$ cat config.mk
export PLATFORM = sky130hd
export DESIGN_NAME = jtag_master_arbiter
export DESIGN_NICKNAME = d
export VERILOG_FILES = /design/src/rtl/jarb_pkg.sv /design/src/rtl/jarb_pick_lowest.sv /design/src/rtl/jarb_next_grant.sv /design/src/rtl/jarb_collide.sv /design/src/rtl/jarb_act_decode.sv /design/src/rtl/jtag_master_arbiter.sv
export SDC_FILE = /design/constraint.sdc
export NUM_CORES = 1
export LEC_CHECK = 0
export CORE_AREA = 10 10 47 49
export DETAILED_ROUTE_END_ITERATION = 8
export DIE_AREA = 0 0 57 59
export DONT_BUFFER_PORTS = 1
export GPL_TIMING_DRIVEN = 0
export PLACE_DENSITY = 0.41
export SYNTH_ARGS = -nofsm -noshare
export SYNTH_HDL_FRONTEND = slang
export SYNTH_SLANG_ARGS = --single-unit
$ cat constraint.sdc
create_clock -name clk -period 0.95 [get_ports clk]
set_clock_uncertainty 0.1 [all_clocks]
set_input_delay 0.2375 -clock clk [delete_from_list [all_inputs] [get_ports clk]]
set_output_delay 0.2375 -clock clk [all_outputs]
set_load 0.03 [all_outputs]
$ cat src/rtl/jarb_pkg.sv
package jarb_pkg;

    localparam int unsigned DEF_MASTERS = 3;

    // Mode pin pair {mode_hi, mode_lo}; the values are the pin levels.
    typedef enum logic [1:0] {
        ACT_PASS_A = 2'b00,
        ACT_PASS_B = 2'b01,
        ACT_INVERT = 2'b10,
        ACT_QUIET  = 2'b11
    } act_mode_e;

endpackage

$ cat src/rtl/jarb_pick_lowest.sv
module jarb_pick_lowest #(
    parameter int unsigned N = 3
) (
    input  logic [N-1:0] req,
    output logic [N-1:0] pick
);

    // lower_any[i] is set when some master below i requests.
    logic [N:0] lower_any;

    assign lower_any[0] = 1'b0;

    for (genvar i = 0; i < N; i++) begin : g_chain
        assign lower_any[i+1] = lower_any[i] | req[i];
        assign pick[i]        = req[i] & ~lower_any[i];
    end

endmodule

$ cat src/rtl/jarb_next_grant.sv
module jarb_next_grant #(
    parameter int unsigned N = 3
) (
    input  logic [N-1:0] req,
    input  logic [N-1:0] grant_q,
    output logic [N-1:0] grant_d
);

    logic [N-1:0] still_asking;
    logic [N-1:0] fresh_pick;
    logic         keep_holder;

    assign still_asking = grant_q & req;
    assign keep_holder  = |still_asking;

    jarb_pick_lowest #(.N(N)) u_pick (
        .req  (req),
        .pick (fresh_pick)
    );

    always_comb begin
        if (keep_holder) begin
            grant_d = grant_q;
        end else begin
            grant_d = fresh_pick;
        end
    end

endmodule

$ cat src/rtl/jarb_collide.sv
module jarb_collide #(
    parameter int unsigned N = 3
) (
    input  logic [N-1:0] req,
    output logic         multi
);

    localparam int unsigned CW = $clog2(N + 1);

    logic [CW-1:0] count;

    always_comb begin
        count = '0;
        for (int i = 0; i < N; i++) begin
            count = count + CW'(req[i]);
        end
        multi = (count > CW'(1));
    end

endmodule

$ cat src/rtl/jarb_act_decode.sv
module jarb_act_decode
    import jarb_pkg::*;
(
    input  logic [1:0] mode,
    input  logic       ir_msb,
    input  logic       active,
    output logic       act_n
);

    act_mode_e mode_e;

    assign mode_e = act_mode_e'(mode);

    always_comb begin
        act_n = 1'b1;
        if (active) begin
            unique case (mode_e)
                ACT_PASS_A, ACT_PASS_B: act_n = ir_msb;
                ACT_INVERT:             act_n = ~ir_msb;
                ACT_QUIET:              act_n = 1'b1;
                default:                act_n = 1'b1;
            endcase
        end
    end

endmodule

$ cat src/rtl/jtag_master_arbiter.sv
module jtag_master_arbiter #(
    parameter int unsigned N_MASTERS = jarb_pkg::DEF_MASTERS
) (
    input  logic                 clk,
    input  logic                 rst_n,
    input  logic [N_MASTERS-1:0] req_n,
    input  logic                 mode_hi,
    input  logic                 mode_lo,
    input  logic                 ir_msb,
    output logic [N_MASTERS-1:0] grant,
    output logic                 conflict_n,
    output logic                 act_n
);

    typedef struct packed {
        logic [N_MASTERS-1:0] grant;
        logic                 collide;
    } arb_state_t;

    arb_state_t           state_d;
    arb_state_t           state_q;
    logic [N_MASTERS-1:0] req_active;
    logic [N_MASTERS-1:0] grant_next;
    logic                 multi_req;
    logic                 path_held;

    assign req_active = ~req_n;

    jarb_next_grant #(.N(N_MASTERS)) u_next (
        .req     (req_active),
        .grant_q (state_q.grant),
        .grant_d (grant_next)
    );

    jarb_collide #(.N(N_MASTERS)) u_collide (
        .req   (req_active),
        .multi (multi_req)
    );

    always_comb begin
        state_d         = state_q;
        state_d.grant   = grant_next;
        state_d.collide = multi_req;
    end

    always_ff @(posedge clk or negedge rst_n) begin
        if (!rst_n) begin
            state_q <= '0;
        end else begin
            state_q <= state_d;
        end
    end

    assign path_held = |state_q.grant;

    jarb_act_decode u_act (
        .mode   ({mode_hi, mode_lo}),
        .ir_msb (ir_msb),
        .active (path_held),
        .act_n  (act_n)
    );

    assign grant      = state_q.grant;
    assign conflict_n = ~state_q.collide;

endmodule

# Word-level counts from Yosys, hierarchy flattened
# Cells that the tools add are included.
# totals
ff_bits	4
# op_classes
add_sub_neg	2
n_lt_le_gt_ge	1
eq_ne	3
n_mux	2
bitwise_logic	9
reduce_logical	4
# op_table
cell	n
3-bit OR reduction	2
2-bit equality test (second input constant)	2
1-bit NOT	4
3-bit AND	1
3-bit NOT	1
1-bit one-hot mux with 3 select lines	1
1-bit by 1-bit adder with 2-bit output	1
2-bit by 1-bit adder with 2-bit output	1
1-bit AND	2
2-bit by 1-bit equality test with 1-bit output (second input constant)	1
2-bit by 1-bit greater-than comparator with 1-bit output (second input constant)	1
2-bit logical NOT	1
2-bit OR reduction	1
1-bit 2-to-1 mux	1
1-bit OR	1

# Logic depth before layout (Yosys ltp)
# logic_depth
ltp_word	4
ltp_mapped	3
ltp_nobuf	3

# Cells and area by module
# A second synthesis with hierarchy kept.
# hier_totals
cells_unflattened	26
area_unflattened_um2	271.5
# by_module_without_submodules
module	instances	cells_per_inst	area_per_inst_um2
jtag_master_arbiter	1	12	143.9
jarb_next_grant	1	6	60.1
jarb_pick_lowest	1	3	26.3
jarb_act_decode	1	3	21.3
jarb_collide	1	2	20.0

# Worst setup path before layout
# OpenSTA, ideal clock, no wires.
# synth_path
kind	reg-to-output
from	register state_q (netlist bit grant[1])
to	output act_n
arrival_time_ps	1222
required_ps	612
path_slack_ps	-610
stages_incl_launch_ff	2
path_buffers	0
path_cell_list	dfrtp_1 o32ai_1
# synth_between
elab_chain_cells	2
# synth_rtl
element	line_no	text
start: declaration	jtag_master_arbiter.sv:21	arb_state_t state_q;
start signal: assignment	jtag_master_arbiter.sv:50	state_q <= state_d;
3-bit OR reduction	jtag_master_arbiter.sv:54	assign path_held = |state_q.grant;
1-bit 2-to-1 mux	jarb_act_decode.sv:16	if (active) begin
end: declaration	jtag_master_arbiter.sv:12	output logic act_n
# Every way passes these cells.

# Worst setup path in the final report
# layout_path
from	register state_q (netlist bit grant[2])
to	output act_n
# Same word-level chain as after synthesis.

==> impl_metrics.py <==
metrics = {
    "final_layout": {
        "diodes": 0,
        "drive_above_1_share": 0.5429,
        "fin_nets": 46,
        "areaGrowthSynthToFinish_pct": 58.67,
        "fill_cells": 155,
        "final_common_cell": "buf_6",
        "final_cell_mix": "buf_6, inv_1, nor2_1, clkbuf_4, dfrtp_2",
    },
    "global_routing": {
        "antenna_found_initial": 0,
        "grt_pass1_vias": 233,
        "grt_pass1_wl_mm": 1.110,
        "grt.total_usage": 0.04766,
        "grt_max_degree": 5,
        "overflow": 0,
    },
    "clock_tree": {
        "clk_pin_slew_worst_paths_ps": 40,
        "htreeDepth": 1,
        "holdBufCountCts": 2,
        "cts_tree": "yes",
        "cts_root_buf": "clkbuf_4",
        "cts.sinks": 4,
        "cts_buffer_depth": 2,
        "worstSkewPairLatency_ps": 230,
        "cts_buffers": 3,
    },
    "job": {
        "max-cap-violations": 0,
    },
    "critical_path": {
        "cp.arrival_ps": 1090,
        "worstPathCellList": "o32ai_4",
        "crit_path_start_kind": "flip-flop",
        "critPathMaxStageDelay_ps": 440,
        "cp-end-kind": "output port",
        "cp.buffers_inverters": 0,
        "worst-setup-path-type": "reg2out",
        "reg2reg_depth": 3,
        "reg2reg_from": "grant[2]",
        "crit_fanout": 2,
        "crit_slowest_cell": "o32ai_4",
        "critical-path-top-delay-family": "compound AO/OA/AOI/OAI gates",
        "rrSetupSlack_ps": -290,
        "crit_required_ps": 610,
        "worst_r2r_endpoint": "grant[1]",
    },
    "synthesis": {
        "postSynthAreaPerCell_um2": 9.083,
        "synth_top_area_share": 0.4082,
        "syn_area_um2": 245.2,
        "yosysSeqAreaShare": 0.4082,
        "synthTopCellsByArea": "dfrtp_1, buf_4, inv_1, nor2b_4, ha_1",
        "synth_top_area_cell": "dfrtp_1",
        "ys_ff_latch": 4,
        "netlist-cell-type-count": 15,
        "netlist_instances": 27,
        "yosys_warnings": 0,
        "syn_nets": 36,
    },
    "sta": {
        "period_needed_ps": 1427,
        "tightest_slew_ps": 415.5,
        "setup_slack_ps": -476.9,
        "rsz0062_at_grt": "true",
        "final-hold-violation-count": 0,
        "timing.slew.headroom": 0.7248,
        "maxSlewViolCount": 0,
        "fmax_mhz": 700.8,
        "fin_crit_sh": 1.502,
        "setup_viol": 8,
        "holdWs_ps": 1.683,
    },
    "routing": {
        "viasPerCell": 4.216,
        "detail-route-antenna-nets": 0,
        "drtPass1Iterations": 2,
        "avgRoutedWirePerCell_um": 13.06,
        "route.detailed.drc": 0,
        "vias": 215,
        "drt_wl_total_um": 666,
        "drt-initial-drc-count": 3,
    },
    "die": {
        "rows": 14,
        "start_util": 0.1750,
        "fp.dieW_um": 57,
        "die_height_um": 59,
        "coreArea_mm2": 0.001401,
        "pin_count": 13,
        "fp.dieArea_mm2": 0.003363,
    },
    "placement": {
        "gp_congestion": 0.6849,
        "hpwl_um": 527.3,
        "port_buffers": 0,
        "dp_slack_ps": -277.9,
    },
    "run_status": {
        "failed_checks": "setup timing",
        "status": "complete, but fails checks",
    },
    "power": {
        "p_leak_uw": 0.0001753,
        "power.density_mw_per_mm2": 2130,
        "irDropWorstVdd_mv": 0.5362,
    },
    "min_path": {
        "min_to": "grant[0]",
        "min-delay-start": "req_n[0]",
        "hp-class": "in2reg",
        "hold_depth": 1,
    },
}
## synth_stat cells, drive strengths merged
master  instances
o32a            1
inv             4
dfrtp           4
nand2           1
ha              1
buf             3
nor2            3
o31ai           1
o32ai           1
nor2b           3
o21ai           3
a21oi           1
a21o            1
## where the power goes
part | internal (uW) | switching, uW | total [uW] | leakage [uW]
Combinational | 185 | 178 | 363 | 0.000117
Clock | 141 | 66.7 | 208 | 0.0000138
Sequential | 212 | 45.9 | 258 | 0.0000449
## metrics by stage
step | instances | area (um2) | util | total power (uW) | setup TNS [ps]
after floorplan | 27 | 264.0 | - | 469.0 | -381.1
after global placement | 43 | 284.0 | 0.2027 | 500.8 | -675.4
after detailed placement | 43 | 284.0 | 0.2027 | 505.8 | -726.7
after CTS | 50 | 369.1 | 0.2634 | 828.6 | -2173
after global routing | 51 | 389.1 | 0.2777 | 890.4 | -2269
final | 51 | 389.1 | 0.2777 | 828.8 | -1975
## flip-flops by register name, indices dropped and copies added, names as in the netlist
name     count
grant        3
state_q      1
## cell families (layout without fill, tap and decap cells)
kind of cell               count (synthesis)  count (layout)  share of synthesized area
AOI/OAI and AO/OA                          8               8                     0.2194
adders and majority gates                  1               1                    0.05101
buffers and inverters                      7              15                     0.1530
DFF                                        4               4                     0.4082
and+or+nand+nor                            7               7                     0.1683
## timing repair
item	in CTS	in global routing
hold endpoints to repair	6	1
pin swaps	1	2
endpoints found under the setup margin	8	8
gates resized for setup	11	4
buffers inserted	2	1
## routing by layer
metal | track usage | part of all wire | vias to the layer above
met2 | 0.05116 | 0.46 | 9
met1 | 0.04665 | 0.39 | 99
met4 | 0.08054 | 0.041 | 0
met3 | 0.03004 | 0.11 | 2
met5 | 0 | 0 | -
li1 | - | - | 105
## layout make-up
| type | instances | area [um2] | share of cell area |
|---|---|---|---|
| plain buffers | 3 | 33.78 | 0.08682 |
| clock buffers | 3 | 22.52 | 0.05788 |
| inverters | 4 | 17.52 | 0.04502 |
| multi-input cells | 16 | 145.1 | 0.3730 |
| flip-flops and latches | 4 | 103.9 | 0.2669 |
| well taps | 16 | 20.02 | 0.05145 |
| repair buffers | 5 | 46.29 | 0.1190 |
## worst max path at each step
stage / start / to / cells after the start
6_report: grant[2] / act_n / 1
5_1_grt: grant[2] / act_n / 1
2_1_floorplan: grant[1] / act_n / 1
3_5_place_dp: grant[1] / act_n / 1
4_1_cts: grant[2] / act_n / 1
3_3_place_gp: grant[1] / act_n / 1
Power figures use the tool's default switching activity.
